==> src/rtl/cpbus_pkg.sv <==
package cpbus_pkg;

    localparam int ADDR_W = 24;
    localparam int DATA_W = 8;

    typedef enum logic [1:0] {
        OP_READ   = 2'd0,
        OP_WRITE  = 2'd1,
        OP_JUMP   = 2'd2,
        OP_BRANCH = 2'd3
    } op_e;

    typedef enum logic [2:0] {
        RG_NONE = 3'd0,
        RG_IO   = 3'd1,
        RG_ROM  = 3'd2,
        RG_WRAM = 3'd3,
        RG_IRAM = 3'd4
    } region_e;

    typedef enum logic [1:0] {
        VW_NORMAL = 2'd0,
        VW_LINEAR = 2'd1,
        VW_BITMAP = 2'd2
    } view_e;

    typedef struct packed {
        op_e     op;
        region_e region;
        view_e   view;
    } access_t;

    localparam int NUM_SEL  = 4;
    localparam int NUM_VIEW = 3;

    function automatic logic hits_rom(input logic [ADDR_W-1:0] a);
        return ((a & 24'h408000) == 24'h008000) || ((a & 24'hC00000) == 24'hC00000);
    endfunction

    function automatic logic hits_io(input logic [ADDR_W-1:0] a);
        return (a & 24'h40FE00) == 24'h002200;
    endfunction

    function automatic logic hits_wram(input logic [ADDR_W-1:0] a);
        return ((a & 24'h40E000) == 24'h006000)
            || ((a & 24'hE00000) == 24'h400000)
            || ((a & 24'hF00000) == 24'h600000);
    endfunction

    function automatic logic hits_iram(input logic [ADDR_W-1:0] a);
        return ((a & 24'h40F800) == 24'h000000) || ((a & 24'h40F800) == 24'h003000);
    endfunction

    // Priority: I/O window, ROM, work RAM, internal RAM.
    function automatic region_e decode_region(input logic [ADDR_W-1:0] a);
        region_e r;
        if (hits_io(a))        r = RG_IO;
        else if (hits_rom(a))  r = RG_ROM;
        else if (hits_wram(a)) r = RG_WRAM;
        else if (hits_iram(a)) r = RG_IRAM;
        else                   r = RG_NONE;
        return r;
    endfunction

    function automatic view_e wram_view(input logic [ADDR_W-1:0] a);
        view_e v;
        if (a[22] && a[21]) v = VW_BITMAP;
        else if (a[22])     v = VW_LINEAR;
        else                v = VW_NORMAL;
        return v;
    endfunction

    function automatic logic is_mem_op(input op_e op);
        return (op == OP_READ) || (op == OP_WRITE);
    endfunction

endpackage

==> src/rtl/cpbus_region_decode.sv <==
module cpbus_region_decode
    import cpbus_pkg::*;
#(
    parameter int IO_BASE    = 1,
    parameter int ROM_BASE   = 1,
    parameter int ROM_EXTRA  = 1,
    parameter int WRAM_BASE  = 2,
    parameter int WRAM_EXTRA = 2,
    parameter int IRAM_BASE  = 1,
    parameter int IRAM_EXTRA = 2,
    parameter int MISS_BASE  = 1,
    parameter int JUMP_BASE  = 1,
    parameter int JUMP_EXTRA = 1,
    parameter int CNT_W      = 4
) (
    input  logic [ADDR_W-1:0] addr_i,
    input  op_e               op_i,
    input  logic              rom_conflict_i,
    input  logic              wram_conflict_i,
    input  logic              iram_conflict_i,
    output access_t           acc_o,
    output logic [CNT_W-1:0]  cycles_o
);

    region_e region_raw;
    logic    jump_due;

    always_comb begin
        region_raw = decode_region(addr_i);
        jump_due   = hits_rom(addr_i) && ((op_i == OP_JUMP) || addr_i[0]);

        acc_o.op     = op_i;
        acc_o.region = is_mem_op(op_i) ? region_raw : RG_NONE;
        acc_o.view   = wram_view(addr_i);

        cycles_o = '0;
        if (is_mem_op(op_i)) begin
            unique case (region_raw)
                RG_IO:   cycles_o = CNT_W'(IO_BASE);
                RG_ROM:  cycles_o = CNT_W'(ROM_BASE)
                                  + (rom_conflict_i ? CNT_W'(ROM_EXTRA) : '0);
                RG_WRAM: cycles_o = CNT_W'(WRAM_BASE)
                                  + (wram_conflict_i ? CNT_W'(WRAM_EXTRA) : '0);
                RG_IRAM: cycles_o = CNT_W'(IRAM_BASE)
                                  + (iram_conflict_i ? CNT_W'(IRAM_EXTRA) : '0);
                default: cycles_o = CNT_W'(MISS_BASE);
            endcase
        end else if (jump_due) begin
            cycles_o = CNT_W'(JUMP_BASE) + (rom_conflict_i ? CNT_W'(JUMP_EXTRA) : '0);
        end
    end

endmodule

==> src/rtl/cpbus_wait_timer.sv <==
module cpbus_wait_timer #(
    parameter int CNT_W = 4
) (
    input  logic             clk,
    input  logic             rst,
    input  logic             start_i,
    input  logic [CNT_W-1:0] cycles_i,
    output logic             active_o,
    output logic             last_o
);

    logic [CNT_W-1:0] remain_q;
    logic             active_q;

    always_ff @(posedge clk) begin
        if (rst) begin
            active_q <= 1'b0;
            remain_q <= '0;
        end else if (start_i) begin
            active_q <= 1'b1;
            remain_q <= cycles_i - CNT_W'(1);
        end else if (active_q) begin
            if (remain_q == '0) active_q <= 1'b0;
            else                remain_q <= remain_q - CNT_W'(1);
        end
    end

    assign active_o = active_q;
    assign last_o   = active_q && (remain_q == '0);

endmodule

==> src/rtl/cpbus_data_regs.sv <==
module cpbus_data_regs
    import cpbus_pkg::*;
(
    input  logic              clk,
    input  logic              rst,
    input  logic              start_i,
    input  op_e               start_op_i,
    input  logic [ADDR_W-1:0] addr_i,
    input  logic [DATA_W-1:0] wdata_i,
    input  logic              finish_read_hit_i,
    input  logic [DATA_W-1:0] hit_data_i,
    output logic [ADDR_W-1:0] mar_o,
    output logic [DATA_W-1:0] mdr_o
);

    always_ff @(posedge clk) begin
        if (rst) begin
            mar_o <= '0;
            mdr_o <= '0;
        end else begin
            if (start_i && is_mem_op(start_op_i)) mar_o <= addr_i;
            if (start_i && (start_op_i == OP_WRITE)) mdr_o <= wdata_i;
            else if (finish_read_hit_i)              mdr_o <= hit_data_i;
        end
    end

endmodule

==> src/rtl/cpbus_wait_decoder.sv <==
module cpbus_wait_decoder
    import cpbus_pkg::*;
#(
    parameter int IO_BASE    = 1,
    parameter int ROM_BASE   = 1,
    parameter int ROM_EXTRA  = 1,
    parameter int WRAM_BASE  = 2,
    parameter int WRAM_EXTRA = 2,
    parameter int IRAM_BASE  = 1,
    parameter int IRAM_EXTRA = 2,
    parameter int MISS_BASE  = 1,
    parameter int JUMP_BASE  = 1,
    parameter int JUMP_EXTRA = 1
) (
    input  logic        clk,
    input  logic        rst,
    input  logic        req_i,
    input  logic [1:0]  op_i,
    input  logic [23:0] addr_i,
    input  logic [7:0]  wdata_i,
    input  logic        rom_conflict_i,
    input  logic        wram_conflict_i,
    input  logic        iram_conflict_i,
    input  logic [7:0]  io_rdata_i,
    input  logic [7:0]  rom_rdata_i,
    input  logic [7:0]  wram_rdata_i,
    input  logic [7:0]  iram_rdata_i,
    output logic        ready_o,
    output logic [7:0]  rdata_o,
    output logic        mem_we_o,
    output logic        sel_io_o,
    output logic        sel_rom_o,
    output logic        sel_wram_o,
    output logic        sel_iram_o,
    output logic        wram_normal_o,
    output logic        wram_linear_o,
    output logic        wram_bitmap_o,
    output logic [23:0] mar_o,
    output logic [7:0]  mdr_o
);

    localparam int MAX_CYC = IO_BASE + ROM_BASE + ROM_EXTRA + WRAM_BASE + WRAM_EXTRA
                           + IRAM_BASE + IRAM_EXTRA + MISS_BASE + JUMP_BASE + JUMP_EXTRA;
    localparam int CNT_W   = $clog2(MAX_CYC + 1);

    access_t            acc_now;
    access_t            acc_q;
    logic [CNT_W-1:0]   cycles_now;
    logic               acc_active;
    logic               acc_last;
    logic               start;
    logic               no_wait;
    logic [NUM_SEL-1:0] sel_vec;
    logic [NUM_VIEW-1:0] view_vec;
    logic [DATA_W-1:0]  hit_data;
    logic               hit;

    cpbus_region_decode #(
        .IO_BASE   (IO_BASE),
        .ROM_BASE  (ROM_BASE),
        .ROM_EXTRA (ROM_EXTRA),
        .WRAM_BASE (WRAM_BASE),
        .WRAM_EXTRA(WRAM_EXTRA),
        .IRAM_BASE (IRAM_BASE),
        .IRAM_EXTRA(IRAM_EXTRA),
        .MISS_BASE (MISS_BASE),
        .JUMP_BASE (JUMP_BASE),
        .JUMP_EXTRA(JUMP_EXTRA),
        .CNT_W     (CNT_W)
    ) i_decode (
        .addr_i         (addr_i),
        .op_i           (op_e'(op_i)),
        .rom_conflict_i (rom_conflict_i),
        .wram_conflict_i(wram_conflict_i),
        .iram_conflict_i(iram_conflict_i),
        .acc_o          (acc_now),
        .cycles_o       (cycles_now)
    );

    assign no_wait = req_i && !acc_active && (cycles_now == '0);
    assign start   = req_i && !acc_active && (cycles_now != '0);

    cpbus_wait_timer #(.CNT_W(CNT_W)) i_timer (
        .clk     (clk),
        .rst     (rst),
        .start_i (start),
        .cycles_i(cycles_now),
        .active_o(acc_active),
        .last_o  (acc_last)
    );

    always_ff @(posedge clk) begin
        if (rst)        acc_q <= '{op: OP_READ, region: RG_NONE, view: VW_NORMAL};
        else if (start) acc_q <= acc_now;
    end

    // One strobe per target region, index = region code - 1.
    for (genvar g = 0; g < NUM_SEL; g++) begin : g_sel
        assign sel_vec[g] = acc_active && (acc_q.region == region_e'(g + 1));
    end

    for (genvar g = 0; g < NUM_VIEW; g++) begin : g_view
        assign view_vec[g] = sel_vec[RG_WRAM - 1] && (acc_q.view == view_e'(g));
    end

    always_comb begin
        unique case (acc_q.region)
            RG_IO:   hit_data = io_rdata_i;
            RG_ROM:  hit_data = rom_rdata_i;
            RG_WRAM: hit_data = wram_rdata_i;
            RG_IRAM: hit_data = iram_rdata_i;
            default: hit_data = '0;
        endcase
    end

    assign hit = acc_q.region != RG_NONE;

    cpbus_data_regs i_regs (
        .clk              (clk),
        .rst              (rst),
        .start_i          (start),
        .start_op_i       (acc_now.op),
        .addr_i           (addr_i),
        .wdata_i          (wdata_i),
        .finish_read_hit_i(acc_last && hit && (acc_q.op == OP_READ)),
        .hit_data_i       (hit_data),
        .mar_o            (mar_o),
        .mdr_o            (mdr_o)
    );

    assign ready_o       = acc_last || no_wait;
    assign rdata_o       = (acc_active && hit) ? hit_data : mdr_o;
    assign mem_we_o      = acc_active && (acc_q.op == OP_WRITE);
    assign sel_io_o      = sel_vec[RG_IO - 1];
    assign sel_rom_o     = sel_vec[RG_ROM - 1];
    assign sel_wram_o    = sel_vec[RG_WRAM - 1];
    assign sel_iram_o    = sel_vec[RG_IRAM - 1];
    assign wram_normal_o = view_vec[VW_NORMAL];
    assign wram_linear_o = view_vec[VW_LINEAR];
    assign wram_bitmap_o = view_vec[VW_BITMAP];

endmodule

==> config.mk <==
export PLATFORM = sky130hd
export DESIGN_NAME = cpbus_wait_decoder
export DESIGN_NICKNAME = d
export VERILOG_FILES = /design/src/rtl/cpbus_pkg.sv /design/src/rtl/cpbus_region_decode.sv /design/src/rtl/cpbus_wait_timer.sv /design/src/rtl/cpbus_data_regs.sv /design/src/rtl/cpbus_wait_decoder.sv
export SDC_FILE = /design/constraint.sdc
export NUM_CORES = 1
export LEC_CHECK = 0
export ABC_AREA = 0
export BUFFER_PORTS_ARGS = -buffer_cell sky130_fd_sc_hd__buf_2
export CAP_MARGIN = 20
export CORE_UTILIZATION = 35
export DETAILED_ROUTE_END_ITERATION = 6
export HOLD_SLACK_MARGIN = 0.1
export SLEW_MARGIN = 5
export SYNTH_ARGS = -nofsm -noshare
export SYNTH_HDL_FRONTEND = slang
export SYNTH_SLANG_ARGS = --single-unit
==> constraint.sdc <==
create_clock -name clk -period 3.3 [get_ports clk]
set_input_delay 0.495 -clock clk [delete_from_list [all_inputs] [get_ports clk]]
set_output_delay 0.495 -clock clk [all_outputs]
set_load 0.02 [all_outputs]
Word-level counts from Yosys, hierarchy flattened. Cells that the tools add are included.

Bits in registers: 44.

Add/subtract/negate cells: 5. Equal/unequal tests: 20. Mux-type cells: 23. Reduce and logical (&&, ||, !) cells: 38.

Operators by type and width (count): $pmux W8 S4 (1); $logic_not A24 Y1 (1); $mux W8 (3); $mux W4 (5); $logic_and A1 B1 Y1 (19); $eq A3 B2 Y1 const B (5); $mux W3 (5); $pmux W4 S3 (1); $add A1 B4 Y4 const A (2); $eq A2 B1 Y1 const B (4); $eq A8 B5 Y1 const B (1); $logic_not A4 Y1 (2); $sub A4 B1 Y4 const B (2); $logic_or A1 B1 Y1 (7); $eq A2 B2 Y1 const B (3); $eq A3 B3 Y1 const B (2); $eq A6 B3 Y1 const B (1); $logic_not A2 Y1 (3); $mux W2 (3); $mux W1 (5); $add A2 B4 Y4 const A (1); $eq A4 B2 Y1 const B (1); $eq A4 B3 Y1 const B (1); $reduce_bool A2 Y1 (2); 6 further kinds (6).

Depth between registers and ports, before layout.
Depth in word-level cells: 13. Depth in mapped cells: 13.

Cells and area by module. Synthesis repeated with hierarchy kept, for this count alone.

Cells, all modules: 353. Area total of the unflattened synthesis: 2962.8 um^2.

Modules (own cells, without submodules): cpbus_data_regs (times used 1, cells each 142, area an instance 1360.1 um^2, seq. area each 640.6 um^2); cpbus_wait_decoder (times used 1, cells each 146, area an instance 1091.0 um^2, seq. area each 140.1 um^2); cpbus_wait_timer (times used 1, cells each 33, area an instance 312.8 um^2, seq. area each 100.1 um^2); cpbus_region_decode (times used 1, cells each 32, area an instance 198.9 um^2, seq. area each 0.0 um^2).

Least setup slack after synthesis. Ideal clock, no wire load.

Path kind: input-to-output. Start point: in addr_i[22]. End point: out ready_o. Data arrival time: 2102 ps. Required time: 2805 ps. Setup slack: 703 ps. Cell stages on the path: 7. Path buffers: 2. Path through: buf_6 > nor2b_4 > a32oi_4 > o221ai_2 > a31o_1 > buf_6 > o32ai_1.

Word-level cells in the longest chain between the ends: 12. Elaborated cells on any way between the ends: 26.

RTL lines: start: declaration (RTL line cpbus_wait_decoder.sv:19) `input logic [23:0] addr_i,`; $logic_not A24 Y1, or another cell as far along (RTL line cpbus_pkg.sv:51) `return ((a & 24'h40F800) == 24'h000000) || ((a & 24'h40F800) == 24'h003000);`; $logic_or A1 B1 Y1 (on tied branches) (RTL line cpbus_pkg.sv:51, cpbus_pkg.sv:46); $mux W3 or $logic_or A1 B1 Y1 (tied branches) (RTL line cpbus_pkg.sv:60, cpbus_pkg.sv:47); $mux W3 (RTL line cpbus_pkg.sv:59) `else if (hits_wram(a)) r = RG_WRAM;`; $mux W3 (RTL line cpbus_pkg.sv:58) `else if (hits_rom(a)) r = RG_ROM;`; $mux W3 (RTL line cpbus_pkg.sv:57) `if (hits_io(a)) r = RG_IO;`; $eq A3 B3 Y1 or $eq A3 B2 Y1 (tied branches) (RTL line cpbus_region_decode.sv:38) `unique case (region_raw)`; $pmux W4 S3 (RTL line cpbus_region_decode.sv:38); $mux W4 * (RTL line cpbus_region_decode.sv:37) `if (is_mem_op(op_i)) begin`; $logic_not A4 Y1 * (RTL line cpbus_wait_decoder.sv:80) `assign no_wait = req_i && !acc_active && (cycles_now == '0);`; $logic_and A1 B1 Y1 * (RTL line cpbus_wait_decoder.sv:80); $logic_or A1 B1 Y1 * (RTL line cpbus_wait_decoder.sv:131) `assign ready_o = acc_last || no_wait;`; end: declaration (RTL line cpbus_wait_decoder.sv:28) `output logic ready_o,`.

Every way passes the cells marked *; elsewhere a longest branch is shown, timed or not.

Worst setup path after layout. Ends and elaborated chain as after synthesis.

==> flow_summary.ini <==
[finish]
final_cell_mix = buf_2, nand2_1, a21oi_1
final-seq-area_sq_um = 881
multi_input_area_sq_um = 1430
final.fill_count = 751
final_common_cell = buf_2
fin_cells = 522
final_layout_size_suffix_gt1_frac = 0.364
fin_util = 0.466
area_growth_pct = 28.7
diodes = 0
layout.nets = 498

[routing]
num_vias = 2601
dr.first_iter.drc_count = 100
detail-route-antenna-nets = 0
post_drt_wl_per_cell_microns = 12.9
avgViaCountPerCell = 4.98
post-route-drc-count = 0
drt-total-wl_microns = 6730
first_pass_iters = 4

[sta]
finalHoldViolCount = 0
worst_clock_skew_ps = 4.77
finalCritPeriodShare = 0.831
tns_ps = 0
period_minus_slack_ps = 2740
max_freq_mhz = 365
drv_slew = 0
worstMarginPinSlew_ps = 916
rsz0062_at_grt = false
setup_viol_count_final = 0
relSlewSlack = 0.389
fin_worst_hold_slack_ps = 417
worst_slack_ps = 557

[setup_path]
critical_path.max_fanout = 10
endpoint_kind = primary output
reg2reg_depth = 5
start_kind = primary input
crit_required_ps = 2800
worst_ep_arrival_time_ps = 2250
crit_type = primary input to primary output

[power]
peakVddDrop_mv = 0.228
powerDensity_nw_per_um2 = 384
p_leak_nw = 1.38

[clock_tree]
ctsResizeCount = 0
cts-root-buf = clkbuf_8
clock_sinks = 44
cts_max_level = 2
cts_buffers = 5
cts_max_path_buffers = 2
clk_pin_slew_worst_paths_ps = 90
postCtsHoldBufs = 0
cts_setup_buffers = 0
cts_tree = built
clk_latency_ps = 300

[synth]
synthFlopType = dfxtp_1
synth_edf_count = 0
ys_types = 51
yosysWarnings = 0
seq_area_frac_synth = 0.358
ys_seq_elements = 44
syn_inst = 320
synth_nets = 393
synth-async-reset-ratio = 0
netlist_area_sq_um = 2460
syn_avg_cell_area_sq_um = 7.68

[placement]
portBuffers = 120
post-place-ws_ps = 375
dp_cells = 514
gp_congestion = 0.827
post-dp-hpwl_microns = 5060

[die]
core_sq_um = 6790
die_y_microns = 85.8
rows = 30
die_x_microns = 85.8
initial_utilization = 0.362
die-area_sq_um = 7360
io_pins = 121

[global_route]
grt_antenna_before_repair = 0
grt_first_pass_wirelength_microns = 11100
groute.usage.overall = 0.187
grt_remaining_overflow = 0
grt_pass1_vias = 2444
grt_max_degree = 45

[run_status]
status = complete, no violations

[min_path]
hp-class = primary input to flop
worstHoldPathCells = 3

[flow_run]
drv_cap = 0
-- flip-flops by register name, indices dropped and copies added (netlist names) --
signal and flops:
i_regs.mdr_o 8, i_timer.remain_q 4, i_timer.active_o 1, i_regs.mar_o 24, acc_q 7
-- critical path, stage by stage --
cell and delay, ps:
buf_2 170, nor2_2 70, a32oi_4 330, o221ai_2 170
a31o_1 370, o32ai_1 390, buf_2 240
-- power by group --
group,internal [mW],switching [mW]
Combinational,0.116,0.174
Clock,0.148,0.195
Sequential,0.560,0.0240
Total,0.823,0.393
-- cell families after synthesis --
logic type                 synth area share
AOI/OAI and AO/OA                     0.267
xor gates and xnor gates            0.00356
adders and majority gates           0.00509
buffers and inverters                0.0601
DFF                                   0.358
muxes                                0.0422
and+or+nand+nor                       0.264
-- layout make-up --
| class | instances | area share |
|---|---|---|
| Timing Repair Buffer | 123 | 0.197 |
| Multi-Input combinational cell | 245 | 0.452 |
| Tap cell | 96 | 0.0380 |
| Inverter | 6 | 0.00712 |
| Clock buffer | 5 | 0.0217 |
| Sequential cell | 44 | 0.278 |
| Clock inverter | 3 | 0.00593 |
-- cells in the mapped netlist, types with 3 or more instances --
library cell   n  area [sq um]
dfxtp_1       44           881
nand2_1       70           263
buf_2          4          20.0
a21oi_1       53           265
nand3_1       11          55.1
buf_6          3          33.8
o211ai_1       4          30.0
and2_1         3          18.8
a22oi_1        9          67.6
mux2_2         8          90.1
nor2_1        22          82.6
nor2b_1        4          25.0
nand2b_1       3          18.8
o21ai_0        8          40.0
clkbuf_1      16          60.1
o2111ai_1      3          26.3
nand4_1        3          18.8
a211o_1        9          78.8
a31oi_1        3          18.8
inv_1          5          18.8
-- metal layers --
layer | up-vias | part of all wire | track usage
met5 | - | 0 | 0
met1 | 1179 | 0.47 | 0.237
met3 | 10 | 0.054 | 0.0443
met2 | 80 | 0.45 | 0.309
li1 | 1332 | - | -
met4 | 0 | 0.019 | 0.0682
-- metrics by stage --
step,power [mW],area [sq um]
6_report,1.22,3160
2_1_floorplan,0.786,2460
5_1_grt,1.29,3160
3_3_place_gp,0.883,3080
4_1_cts,1.23,3160
3_5_place_dp,0.888,3080
-- final timing paths --
| check | end | slack (ps) | start |
|---|---|---|---|
| worst min-delay path | i_regs.mar_o[8] | 420 | addr_i[8] |
| worst max register to register | i_regs.mdr_o[2] | 1140 | acc_q[3] |
| worst max-delay path | ready_o | 560 | addr_i[22] |
| worst min register to register | i_regs.mar_o[18] | 460 | i_regs.mar_o[18] |
(Power assumes the default switching activity.)
